$ cat config.mk
export PLATFORM = sky130hd
export DESIGN_NAME = uart_irq_ctrl
export DESIGN_NICKNAME = d
export VERILOG_FILES = /design/src/rtl/uart_irq_ctrl.sv
export SDC_FILE = /design/constraint.sdc
export NUM_CORES = 1
export LEC_CHECK = 0
export ABC_CLOCK_PERIOD_IN_PS = 2150
export CORE_UTILIZATION = 26
export CTS_CLUSTER_DIAMETER = 120
export DETAILED_ROUTE_END_ITERATION = 8
export PLACE_DENSITY = 0.81
export SYNTH_ARGS = -nofsm -noshare
export SYNTH_HDL_FRONTEND = slang
export SYNTH_SLANG_ARGS = --single-unit
$ cat constraint.sdc
create_clock -name clk -period 2.15 [get_ports clk]
set_input_delay 0.3225 -clock clk [delete_from_list [all_inputs] [get_ports clk]]
set_output_delay 0.3225 -clock clk [all_outputs]
set_load 0.02 [all_outputs]
$ cat src/rtl/uart_irq_ctrl.sv
module uart_irq_ctrl #(
  parameter int CHANNEL = 0,
  parameter int ADDR_W  = 8,
  parameter int DATA_W  = 32,
  parameter int CNT_W   = 8
) (
  input  logic              clk,
  input  logic              rst_n,
  input  logic [ADDR_W-1:0] reg_addr,
  input  logic              wr_en,
  input  logic [DATA_W-1:0] wr_data,
  output logic [DATA_W-1:0] rd_data,
  input  logic              ev_rx,
  input  logic              ev_err,
  input  logic              ev_tx,
  input  logic              ev_modem,
  input  logic              fifo_en,
  input  logic [2:0]        tx_trig_sel,
  input  logic [CNT_W-1:0]  tx_count,
  output logic              irq
);
  localparam int NSRC  = 4;
  localparam int LVL_W = CNT_W + 8;
  localparam logic [ADDR_W-1:0] OFF_PEND = ADDR_W'('h30);
  localparam logic [ADDR_W-1:0] OFF_SRC  = ADDR_W'('h34);
  localparam logic [ADDR_W-1:0] OFF_MASK = ADDR_W'('h38);

  function automatic int trig_scale(input int ch);
    case (ch)
      0:       return 32;
      1, 4:    return 8;
      2, 3:    return 2;
      default: return 0;
    endcase
  endfunction

  localparam int SCALE = trig_scale(CHANNEL);

  logic [NSRC-1:0]  src_q, mask_q, pend, set_vec, clr_vec;
  logic [LVL_W-1:0] tx_level;
  logic             tx_low, unused_hi;

  assign tx_level = LVL_W'(tx_trig_sel) * LVL_W'(SCALE);
  assign tx_low   = fifo_en && (LVL_W'(tx_count) <= tx_level);
  assign set_vec  = {ev_modem, ev_tx | tx_low, ev_err, ev_rx};
  assign clr_vec  = (wr_en && (reg_addr == OFF_PEND || reg_addr == OFF_SRC))
                    ? wr_data[NSRC-1:0] : '0;
  assign pend     = src_q & ~mask_q;
  assign irq      = |pend;
  assign unused_hi = ^wr_data[DATA_W-1:NSRC];

  always_ff @(posedge clk) begin
    if (!rst_n) begin
      src_q  <= '0;
      mask_q <= '0;
    end else begin
      src_q <= (src_q & ~clr_vec) | set_vec;
      if (wr_en && reg_addr == OFF_MASK) mask_q <= wr_data[NSRC-1:0];
    end
  end

  always_comb begin
    rd_data = '0;
    case (reg_addr)
      OFF_PEND: rd_data[NSRC-1:0] = pend;
      OFF_SRC:  rd_data[NSRC-1:0] = src_q;
      OFF_MASK: rd_data[NSRC-1:0] = mask_q;
      default:  rd_data = '0;
    endcase
  end
endmodule

==> results.md, run 1 <==
- The worst hold path startpoint is mask_q[0].
- The CTS tree is done.
- The area growth from synthesis to layout is 44.29%.
- Clock skew on the completed layout was measured at 0 ns.
- The number of top-level pins is 92.
- Buffers inserted during clock tree synthesis total 3.
- The path class of the tightest hold or removal check is reg -> reg.
- The number of buffers inserted by port buffering is 35.
- Of the total synthesized cell area, the portion taken by AND, OR, NAND and NOR gates is 13.97%.
- The clock passes through at most 2 buffers.
- The worst register-to-register path ends at src_q[2].
- The start of the worst register-to-register path is src_q[2].
- The internal portion of total power is 0.2902 mW.
- On the worst path, the slowest cell contributes a delay of 0.44 ns.
- The clock root buffer is clkbuf_4.
- For the worst setup path, the data arrival time is 1.72 ns.
- The iteration-0 DRC count of the detailed router is 9.
- The via count of the first global-routing pass is 610.
- Setup repair after global routing left no endpoint under its margin.
- After routing the design area is 1060 um^2.
- The number of buffers and inverters on the critical path is 2.
- After synthesis, the most frequently instantiated cells are 28 x buf_4, 9 x inv_1, 8 x dfxtp_1.
- The number of filler cells placed in the layout is 269.
- The number of synthesized register bits is 8.
- Broken down by cell family, the worst path's largest delay share belongs to buffers and inverters.
- The worst hold path was traced through 2 stages.
- The die covers 3042 um^2.
- The category of the worst setup path launch point is an input pin.
- The first detailed-routing pass ran for 4 iterations.
- For the worst flop-to-flop path, the logic depth is 3.
- At the later pin of the worst-skew pair, clock insertion delay measures 0.25 ns.
- The row count is 18.
- The most common flop cell mapped by yosys is dfxtp_1.
- Of the cells placed in the final design, the portion with a size suffix greater than 1 is 6.818%.
- The share of flip-flops with an asynchronous set or reset after synthesis is 0%.
- Walking the worst path, the cells encountered are clkdlybuf4s50_1 > nor4bb_2 > nand2_1 > a21oi_1 > dlygate4sd2_1.
- The maximum net fanout on the critical path is 4.
- The mapped netlist covers 734.5 um^2.
- After routing, the total negative slack on setup checks comes to 0 ns.
- Setup violations remaining at the end of the flow were counted as 0.
- In this run the register-to-register setup slack is 1.38 ns.
- Synthesis produced 92 cells.
- By area, the combinational part of the netlist is dominated by buffers and inverters.
- Counting flops with a built-in enable in the synthesized netlist gives 0.
- The number of max-slew violations in the final report came to 0.
- The number of remaining DRC errors is 0.
- Among all cell types in the netlist, the one instantiated most often is buf_4.
- The share of the synthesized area in compound gates (AO/OA/AOI/OAI) is 19.42%.
- Of all cell types, the one taking the most synthesized area is buf_4.
- The number of hold-slack violations in the final timing report is 0.
- The cell area after placement is 1040 um^2.
- Among all stages on the critical path, the largest delay is contributed by clkdlybuf4s50_1.
- CTS saw 8 sinks.
- The part of the power in registers is 37.7%.
- The average wire length per cell after detail routing is 9.488 um.
- The initial core utilization is 28.61%.
- The clock-pin slew on the worst setup and hold paths is 0.05 ns.
- The total power density per cell area is 392.9 nW/um^2.
- The worst hold path terminates at mask_q[0].
- After legalization and detailed placement, the total HPWL measured 1.355 mm.
- The number of distinct library cells after synthesis is 27.
- The synthesized netlist devotes 5.111% of its cell area to adder and majority cells.
- The final weighted congestion in routability-driven placement is 0.7141.
- The count of warnings emitted by yosys is 0.
- The total number of vias is 691.
- The final critical path time including I/O delays and setup is 2.044 ns.
- The global-route wire length before repair is 2.173 mm.
- A synthesized cell averages 7.983 um^2.
- Global routing used 10.13% of the available tracks across all layers.
- The maximum ir drop on the vdd rail is 0.1911 mV.
- The required time reported for the critical path endpoint is 1.83 ns.
- The height of the chip is 55.15 um.
- The end-of-flow core utilization is 41.28%.
- The reported net switching power is 0.1262 mW.
- The detail route stage leaves a number of antenna-violating nets equal to 0.
- The net count of the finished layout is 196.
- The leakage power summed over all cells is 0.4952 nW.
- The clock network accounts for 26.4% of the total power.
- The fraction of the yosys area taken by sequential cells is 21.81%.
- In the routed layout, each cell is associated on average with a via count of 4.265.
- In this run the number of H-tree levels came out at 1.
- The multi-input gate area in the final layout is 434.2 um^2.
- The multiplexer share of the synthesized area is 5.451%.
- The number of diodes is 0.
- Of the available clock period, the critical path in the final layout requires 95.06%.
- The reported max-cap violation count is 0.
- For this block, the routed nets add up to 1.537 mm of wire.
- Static timing analysis puts the maximum clock frequency at 489.3 MHz.
- The worst setup path category is in -> out.
- After Yosys synthesis, XOR and XNOR cells account for 0% of the synthesized area.
- By area the synthesized netlist is led by buf_4 29%, dfxtp_1 22%, mux2i_1 5.5%, ha_1 5.1%, inv_1 4.6%.
- The initial antenna violation count was 0.
- For this run the aggregate overflow at the end of global routing stands at 0.
- The footprint of the flip-flops and latches is 160.2 um^2.
- Combinational logic is responsible for 35.8% of the overall power.
- The largest net degree at the start of global routing is 9.
- Once the clock tree was built, the setup fixing pass inserted 0 buffers.
- The area share of the largest cell type after synthesis is 28.62%.
- The core region is 2567 um^2.
- The nature of the critical path endpoint is an output pin.
- In this run switching power makes up 30.31% of total power.
- The flow ran to the end, and the final reports show no timing, DRC or antenna violations.
- Measured along the x axis, the die boundary spans 55.15 um.
## cell usage in the layout (no fill, tap or decap)
master,n
a211oi_1,2
a21boi_0,2
a21boi_1,1
a21oi_1,5
a22oi_1,1
a31oi_1,2
and4_1,1
buf_4,4
clkbuf_2,1
clkbuf_4,3
clkdlybuf4s50_1,31
conb_1,28
dfxtp_1,8
dlygate4sd2_1,3
ha_1,3
inv_1,9
mux2i_1,4
nand2_1,2
nand3_1,2
nand4_1,1
nor2_1,3
nor2b_1,5
nor4bb_2,1
o211ai_1,2
o21a_1,3
o21ai_0,1
o221ai_1,1
o31a_1,1
or4_1,1
or4b_1,1
## metal layers
layer,vias up,track usage (%),part of all wire [%]
li1,341,-,-
met1,300,8.618,34
met2,48,20.68,55
met3,2,2.186,11
met4,0,6.250,0.98
met5,-,0,0
## logic make-up after synthesis
logic type,count (synthesis)
DFF,8
AOI/OAI and AO/OA,21
adders and majority gates,3
other,1
buffers and inverters,38
muxes,4
and+or+nand+nor,17
## state kept, by name, summed over array words and instances (netlist names)
register	count
src_q	4
mask_q	4
## timing repair
item / CTS / global route
gates resized for setup: 5 / 2
cloned: 0 / 0
hold buffers: 0 / 0
endpoints found under the setup margin: 4 / 1
## power groups by stage
| stage | registers, mW | logic (mW) | clock network [mW] |
|---|---|---|---|
| final | 0.157 | 0.149 | 0.110 |
| after global routing | 0.157 | 0.163 | 0.126 |
| after CTS | 0.157 | 0.149 | 0.116 |
| after detailed placement | 0.160 | 0.148 | 0 |
| after global placement | 0.160 | 0.144 | 0 |
| after floorplan | 0.159 | 0.116 | 0 |
## worst max-delay path by stage
stage	to	cells after the start	slack, ns	start
after global routing	rd_data[0]	5	0.01	reg_addr[4]
after CTS	rd_data[1]	5	0.06	reg_addr[4]
after floorplan	src_q[2]	6	0.46	tx_count[5]
final	rd_data[0]	5	0.11	reg_addr[4]
after detailed placement	rd_data[1]	5	-0.27	reg_addr[4]
after global placement	rd_data[1]	5	-0.27	reg_addr[4]
## metrics by stage
stage	total power, mW	hold WS, ns	setup slack (ns)	std cells
2_1_floorplan	0.2747	0.4400	0.4585	119
3_3_place_gp	0.3040	0.5341	-0.2743	159
3_5_place_dp	0.3082	0.5360	-0.2684	159
4_1_cts	0.4220	0.5484	0.05637	162
5_1_grt	0.4467	0.5696	0.01418	162
6_report	0.4164	0.5422	0.1061	162
## cell type report
class | count | share of cell area (%)
multi-input cells | 73 | 40.97
flip-flops and latches | 8 | 15.11
clock buffers | 3 | 2.125
repair buffers | 39 | 35.06
inverters | 9 | 3.188
well taps | 30 | 3.542
## worst register-to-register path: cells and delay by family (launching register included)
family                 cells  cell delay (ns)
buffers and inverters      1             0.09
flip-flops                 1             0.29
AO/OA/AOI/OAI              2             0.28
(Power assumes the default switching activity.)
==> run 2: changes to the inputs <==
- REMOVE_ABC_BUFFERS: unset -> 1
==> results.md, run 2 (synthesis results as in run 1) <==
- The run finished with clean final reports.
- The clock network power share is 25.8% (-0.6 points).
- The horizontal extent of the die was 55.15 um (unchanged).
- The total track usage was 10.41% (+0.28 points).
- The final cell count without fillers is 162 (unchanged).
- The largest registers in the layout are mask_q x4, src_q x4.
- The switching power as a share of total power is 29.79% (-0.52 points).
- The number of placed instances, taps included was 159 (unchanged).
- The total wirelength of the detailed-routed design is 1.534 mm (-0.20%).
- The number of H-tree levels is 1 (unchanged).
- The vias per cell is 4.216 (-1.2%).
- The number of remaining DRC errors is 0 (unchanged).
- The reported net switching power is 0.1237 mW (-2.0%).
- The leakage power summed over all cells came to 0.4967 nW (+0.29%).
- The global-route wire length before repair is 2.201 mm (+1.3%).
- The final HPWL from detailed placement is 1.397 mm (+3.1%).
- The worst setup path is launched from an input pin.
- The number of detailed-route iterations in the first pass was 4 (unchanged).
- The total CTS buffers is 3 (unchanged).
- The final clock period utilization by the worst path was 93.52% (-1.5 points).
- The final-report setup violation count came to 0 (unchanged).
- The multi-input gate area in the final layout is 442.9 um^2 (+2.0%).
- The iteration-0 DRC count of the detailed router was 6 (-3).
- The arrival time of the worst setup path is 1.69 ns (-0.03 ns).
- The number of max-slew violations in the final report is 0 (unchanged).
- The clock sink count came to 8 (unchanged).
- STA classifies the critical path endpoint as an output pin.
- The total number of vias is 683 (-1.2%).
- The clock root buffer is clkbuf_4.
- The final sum of negative setup slack was 0 ns (unchanged).
- The top cell types in the final layout, fill and taps aside, are 31 x clkdlybuf4s50_1, 28 x conb_1, 9 x inv_1.
- The clock-pin slew on the worst setup and hold paths is 0.05 ns (about the same).
- The highest attainable clock frequency is 497.3 MHz (+1.7%).
- The portion of total power attributed to combinational logic is 36.4% (+0.6 points).
- The required time reported for the critical path endpoint is 1.83 ns (about the same).
- The height of the chip is 55.15 um (unchanged).
- The row count is 18 (unchanged).
- The footprint of the flip-flops and latches was 160.2 um^2 (unchanged).
- The via count of the first global-routing pass is 642 (+5.2%).
- The number of setup buffers added after CTS is 0 (unchanged).
- The critical path in this run is classified as in -> out.
- The reported max-cap violation count is 0 (unchanged).
- Relative to the synthesized area, the layout overhead comes to 44.46%.
- The initial antenna violation count is 0 (unchanged).
- The setup clock skew after layout is 0 ns (unchanged).
- The residual antenna-violating net count after detailed routing is 0 (unchanged).
- The global-route congestion overflow total is 0 (unchanged).
- The internal portion of total power came to 0.2915 mW (+0.44%).
- The share of final-layout standard cells stronger than drive strength 1 is 8.333% (+1.5 points).
- The insertion delay to the later sink of the worst-skew pair is 0.24 ns (about the same).
- The number of diodes is 0 (unchanged).
- The maximum ir drop on the vdd rail is 0.1831 mV (-4.2%).
- The area of the core was 2567 um^2 (unchanged).
- The final critical path time including I/O delays and setup is 2.011 ns (-0.03322 ns).
- The CTS tree is done.
- The maximum net fanout on the critical path came to 4 (unchanged).
- The number of top-level pins is 92 (unchanged).
- The worst hold path stage count was 2 (unchanged).
- The largest net degree at the start of global routing is 9 (unchanged).
- The critical path goes through clkdlybuf4s50_1 > nor4bb_4 > nand2_1 > nor2_1 > dlygate4sd2_1.
- The number of filler cells placed in the layout is 264 (-1.9%).
- The highest-delay cell along the critical path is clkdlybuf4s50_1.
- The number of buffers inserted by port buffering is 35 (unchanged).
- The part of the power in registers is 37.8% (about the same).
- The overall power is 0.4151 mW (-0.30%).
- The number of buffers on the longest clock path is 2 (unchanged).
- The full die area is 3042 um^2 (unchanged).
- The number of nets in the layout was 196 (unchanged).
- The number of hold-slack violations in the final timing report is 0 (unchanged).
- The initial core utilization is 28.61% (unchanged).
- The final worst hold slack was 0.5445 ns (+0.002320 ns).
- The highest cell delay on the worst timing path is 0.44 ns (about the same).
- Setup repair after global routing left no endpoint under its margin.
- The average wire length per cell after detail routing is 9.469 um (-0.20%).
- The most common library cell in the layout ignoring fill and taps is clkdlybuf4s50_1.
- The path depth of the worst reg2reg path came to 3 (unchanged).
- The tightest min-delay check is of the reg -> reg type.
- The final weighted congestion in routability-driven placement is 0.7816 (+9.5%).
- The total power density per cell area is 391.2 nW/um^2 (-0.42%).
==> run 2: changes by cell type in the layout (fill, tap and decap cells not counted), sizes merged <==
| cell | change |
|---|---|
| clkbuf | +2 |
| dlygate4sd2 | -2 |
==> run 2: repair_timing <==
action,4_1_cts,5_1_grt
setup endpoints to repair,4,4
gates resized for setup,5,7
cloned,0,0
hold buffers,0,0
==> run 2: area by class of cell <==
cell class	instances	area share, %
inverter	9	3.184
multi-input combinational	73	41.75
sequential	8	15.09
timing repair buffer	39	34.32
tap	30	3.538
clock buffer	3	2.123
==> run 2: critical path: cells and delay by family <==
family | cells | cell delay [ns]
buffers and inverters | 2 | 0.78
AND/OR/NAND/NOR | 3 | 0.59
==> run 2: power groups by stage <==
| stage | Combinational (mW) | Clock [mW] | Sequential [mW] |
|---|---|---|---|
| final | 0.151 | 0.107 | 0.157 |
| after global routing | 0.167 | 0.123 | 0.157 |
| after CTS | 0.150 | 0.113 | 0.157 |
| after detailed placement | 0.149 | 0 | 0.160 |
| after global placement | 0.145 | 0 | 0.160 |
| after floorplan | 0.0747 | 0 | 0.159 |
==> run 2: stage by stage <==
stage	cell area, um^2	setup WS, ns	utilization [%]
CTS	1064	0.04814	41.42
global placement	1040	-0.2560	40.50
global route	1061	0.01784	41.33
finish	1061	0.1393	41.33
floorplan	621.8	0.4585	-
detailed placement	1040	-0.3078	40.50
==> run 2: final timing paths <==
| kind | from | end | slack [ns] |
|---|---|---|---|
| hold reg to reg | mask_q[1] | mask_q[1] | 0.54 |
| setup / recovery | reg_addr[1] | rd_data[3] | 0.14 |
| setup reg to reg | src_q[2] | src_q[2] | 1.38 |
| hold / removal | mask_q[1] | mask_q[1] | 0.54 |
==> run 2: metal layers <==
layer	track usage, %	part of all wire (%)	vias to the layer above
met3	3.005	12	0
met2	23.49	56	41
li1	-	-	341
met4	3.750	0	0
met1	7.630	32	301
met5	0	0	-
==> run 3: changes to the inputs <==
- CORE_UTILIZATION: 26 -> 34
- CTS_CLUSTER_SIZE: unset -> 28
- DONT_BUFFER_PORTS: unset -> 1
- PLACE_DENSITY: 0.81 -> unset
==> results.md, run 3 (synthesis results as in run 1) <==
- The run finished with clean final reports.
- The via count of the first global-routing pass is 429 (-33%).
- The clock-pin slew on the worst setup and hold paths is 0.05 ns (about the same).
- The worst hold path stage count came to 1 (-1).
- The full die area is 2350 um^2 (-23%).
- The number of setup buffers added after CTS is 0 (unchanged).
- The number of detailed-route iterations in the first pass is 1 (-3).
- The final sum of negative setup slack is 0 ns (unchanged).
- The kind of cell with the highest combined delay along the critical path is simple AND/OR/NAND/NOR gates.
- In the final layout, the registers with the most flip-flops are mask_q x4, src_q x4.
- The overall power is 0.3461 mW (-17%).
- The initial antenna violation count is 0 (unchanged).
- The area growth from synthesis to layout is -7.666%.
- The setup slack of the worst register-to-register path was 1.37 ns (about the same).
- The number of buffers inserted by port buffering came to 0 (-100%).
- The global-route wire length before repair came to 1.787 mm (-19%).
- The highest cell delay on the worst timing path is 0.43 ns (about the same).
- The library cells used most frequently in the layout, excluding fill and tap cells, are 28 x conb_1, 9 x inv_1, 8 x dfxtp_1.
- The number of buffers inserted for hold repair after clock tree synthesis is 0 (unchanged).
- The worst setup path category is in -> out.
- The number of H-tree levels is 1 (unchanged).
- Setup repair after global routing left no endpoint under its margin.
- The part of the power in registers was 45.3% (+7.5 points).
- The share of final-layout standard cells stronger than drive strength 1 is 3.226% (-5.1 points).
- The worst hold path class is in -> reg.
- The row count is 16 (-2).
- The worst setup path is launched from an input pin.
- The total power density per cell area is 510.4 nW/um^2 (+30%).
- The clock network power share came to 31.3% (+5.5 points).
- The total number of vias is 538 (-21%).
- The worst register-to-register path begins at src_q[2].
- The path with the worst hold slack has its endpoint at src_q[1].
- The number of hold-slack violations in the final timing report is 0 (unchanged).
- The iteration-0 DRC count of the detailed router is 0 (-6).
- The number of buffers and inverters on the critical path came to 0 (-2).
- The final-report setup violation count is 0 (unchanged).
- The final HPWL from detailed placement is 1.074 mm (-23%).
- The total CTS buffers is 3 (unchanged).
- The portion of total power attributed to combinational logic is 23.4% (-13 points).
- The maximum ir drop on the vdd rail is 0.2044 mV (+12%).
- The residual antenna-violating net count after detailed routing is 0 (unchanged).
- The highest-delay cell along the critical path is a21oi_1.
- The arrival time of the worst setup path is 1.36 ns (-0.33 ns).
- The highest attainable clock frequency came to 595.6 MHz (+20%).
- The setup clock skew after layout came to 0 ns (unchanged).
- The number of top-level pins is 92 (unchanged).
- The multi-input gate area in the final layout came to 427.9 um^2 (-3.4%).
- The switching power as a share of total power came to 31.74% (+1.9 points).
- The design area is 678.2 um^2 (-36%).
- The number of buffers on the longest clock path came to 2 (unchanged).
- The footprint of the flip-flops and latches is 160.2 um^2 (unchanged).
- The clock sink count is 8 (unchanged).
- The end-of-flow core utilization is 33.88% (-7.5 points).
- The worst setup path is captured at an output pin.
- The vias per cell is 4.483 (+6.3%).
- The final worst hold slack came to 0.1952 ns (-0.3493 ns).
- The reported net switching power is 0.1099 mW (-11%).
- The number of remaining DRC errors is 0 (unchanged).
- The endpoint identified for the worst register-to-register timing path is src_q[2].
- The initial core utilization is 36.69% (+8.1 points).
- The average wire length per cell after detail routing is 10.46 um (+10%).
- The required time reported for the critical path endpoint came to 1.83 ns (about the same).
- The area of the core is 2002 um^2 (-22%).
- The reported max-cap violation count is 0 (unchanged).
- The total wirelength of the detailed-routed design was 1.255 mm (-18%).
- The maximum net fanout on the critical path is 4 (unchanged).
- The height of the chip was 48.48 um (-12%).
- The final weighted congestion in routability-driven placement came to 0.7079 (-9.4%).
- The global-route congestion overflow total was 0 (unchanged).
- The cell area after placement came to 655.6 um^2 (-37%).
- The most common library cell in the layout ignoring fill and taps is conb_1.
- The final critical path time including I/O delays and setup was 1.679 ns (-0.3317 ns).
- The horizontal extent of the die is 48.48 um (-12%).
- The total track usage is 10.27% (-0.14 points).
- The number of max-slew violations in the final report is 0 (unchanged).
- The largest net degree at the start of global routing is 9 (unchanged).
- The leakage power summed over all cells is 0.3237 nW (-35%).
- The number of diodes is 0 (unchanged).
- The number of nets in the layout is 157 (-20%).
- The final clock period utilization by the worst path is 78.09% (-15 points).
- The internal portion of total power is 0.2363 mW (-19%).
- The number of filler cells placed in the layout came to 229 (-13%).
- The worst hold path startpoint is rst_n.
- The CTS tree is done.
- The insertion delay to the later sink of the worst-skew pair is 0.24 ns (about the same).
- The number of gates resized after cts is 0 (-5).
- The signal on the critical path passes through nor4bb_1 > nand2_1 > a21oi_1.
- The path depth of the worst reg2reg path is 3 (unchanged).
- The tree is rooted in a clkbuf_4.
-- run 3: changes by cell type in the layout (fill, tap and decap cells not counted) --
cell | previous run | this run
clkbuf_2 | 3 | 0
nor4bb_1 | 0 | 1
nor4bb_4 | 1 | 0
dlygate4sd2_1 | 1 | 0
clkdlybuf4s50_1 | 31 | 0
buf_4 | 4 | 0
-- run 3: per-stage QoR --
stage          setup WS, ns  std cells
6_report             0.4710        120
3_5_place_dp         0.4021        117
2_1_floorplan        0.4585         90
5_1_grt              0.3630        120
4_1_cts              0.4858        120
3_3_place_gp         0.4133        117
-- run 3: layout make-up --
type                    count  share of cell area, %
inverters                   9                  4.982
clock buffers               3                  3.321
multi-input cells          73                  63.10
flip-flops and latches      8                  23.62
well taps                  27                  4.982
-- run 3: worst max-delay path by stage --
stage / startpoint / end / slack, ns / cells past startpoint
final: reg_addr[1] / rd_data[0] / 0.47 / 3
after global routing: reg_addr[1] / rd_data[0] / 0.36 / 3
after CTS: reg_addr[1] / rd_data[0] / 0.49 / 3
after detailed placement: tx_count[5] / src_q[2] / 0.40 / 6
after global placement: tx_count[5] / src_q[2] / 0.41 / 6
after floorplan: tx_count[5] / src_q[2] / 0.46 / 6
-- run 3: power by group through the flow --
stage	sequential, mW	combinational (mW)	clock, mW
final	0.157	0.0809	0.108
after global routing	0.157	0.0886	0.126
after CTS	0.157	0.0802	0.114
after detailed placement	0.160	0.0801	0
after global placement	0.160	0.0783	0
after floorplan	0.159	0.0747	0
-- run 3: per-layer routing --
| metal | wire length [um] | global-route usage (%) | vias up |
|---|---|---|---|
| met1 | 511 | 11.18 | 229 |
| met2 | 580 | 16.43 | 41 |
| met5 | 0 | 0 | - |
| li1 | - | - | 266 |
| met3 | 159 | 4.717 | 2 |
| met4 | 4 | 5.882 | 0 |
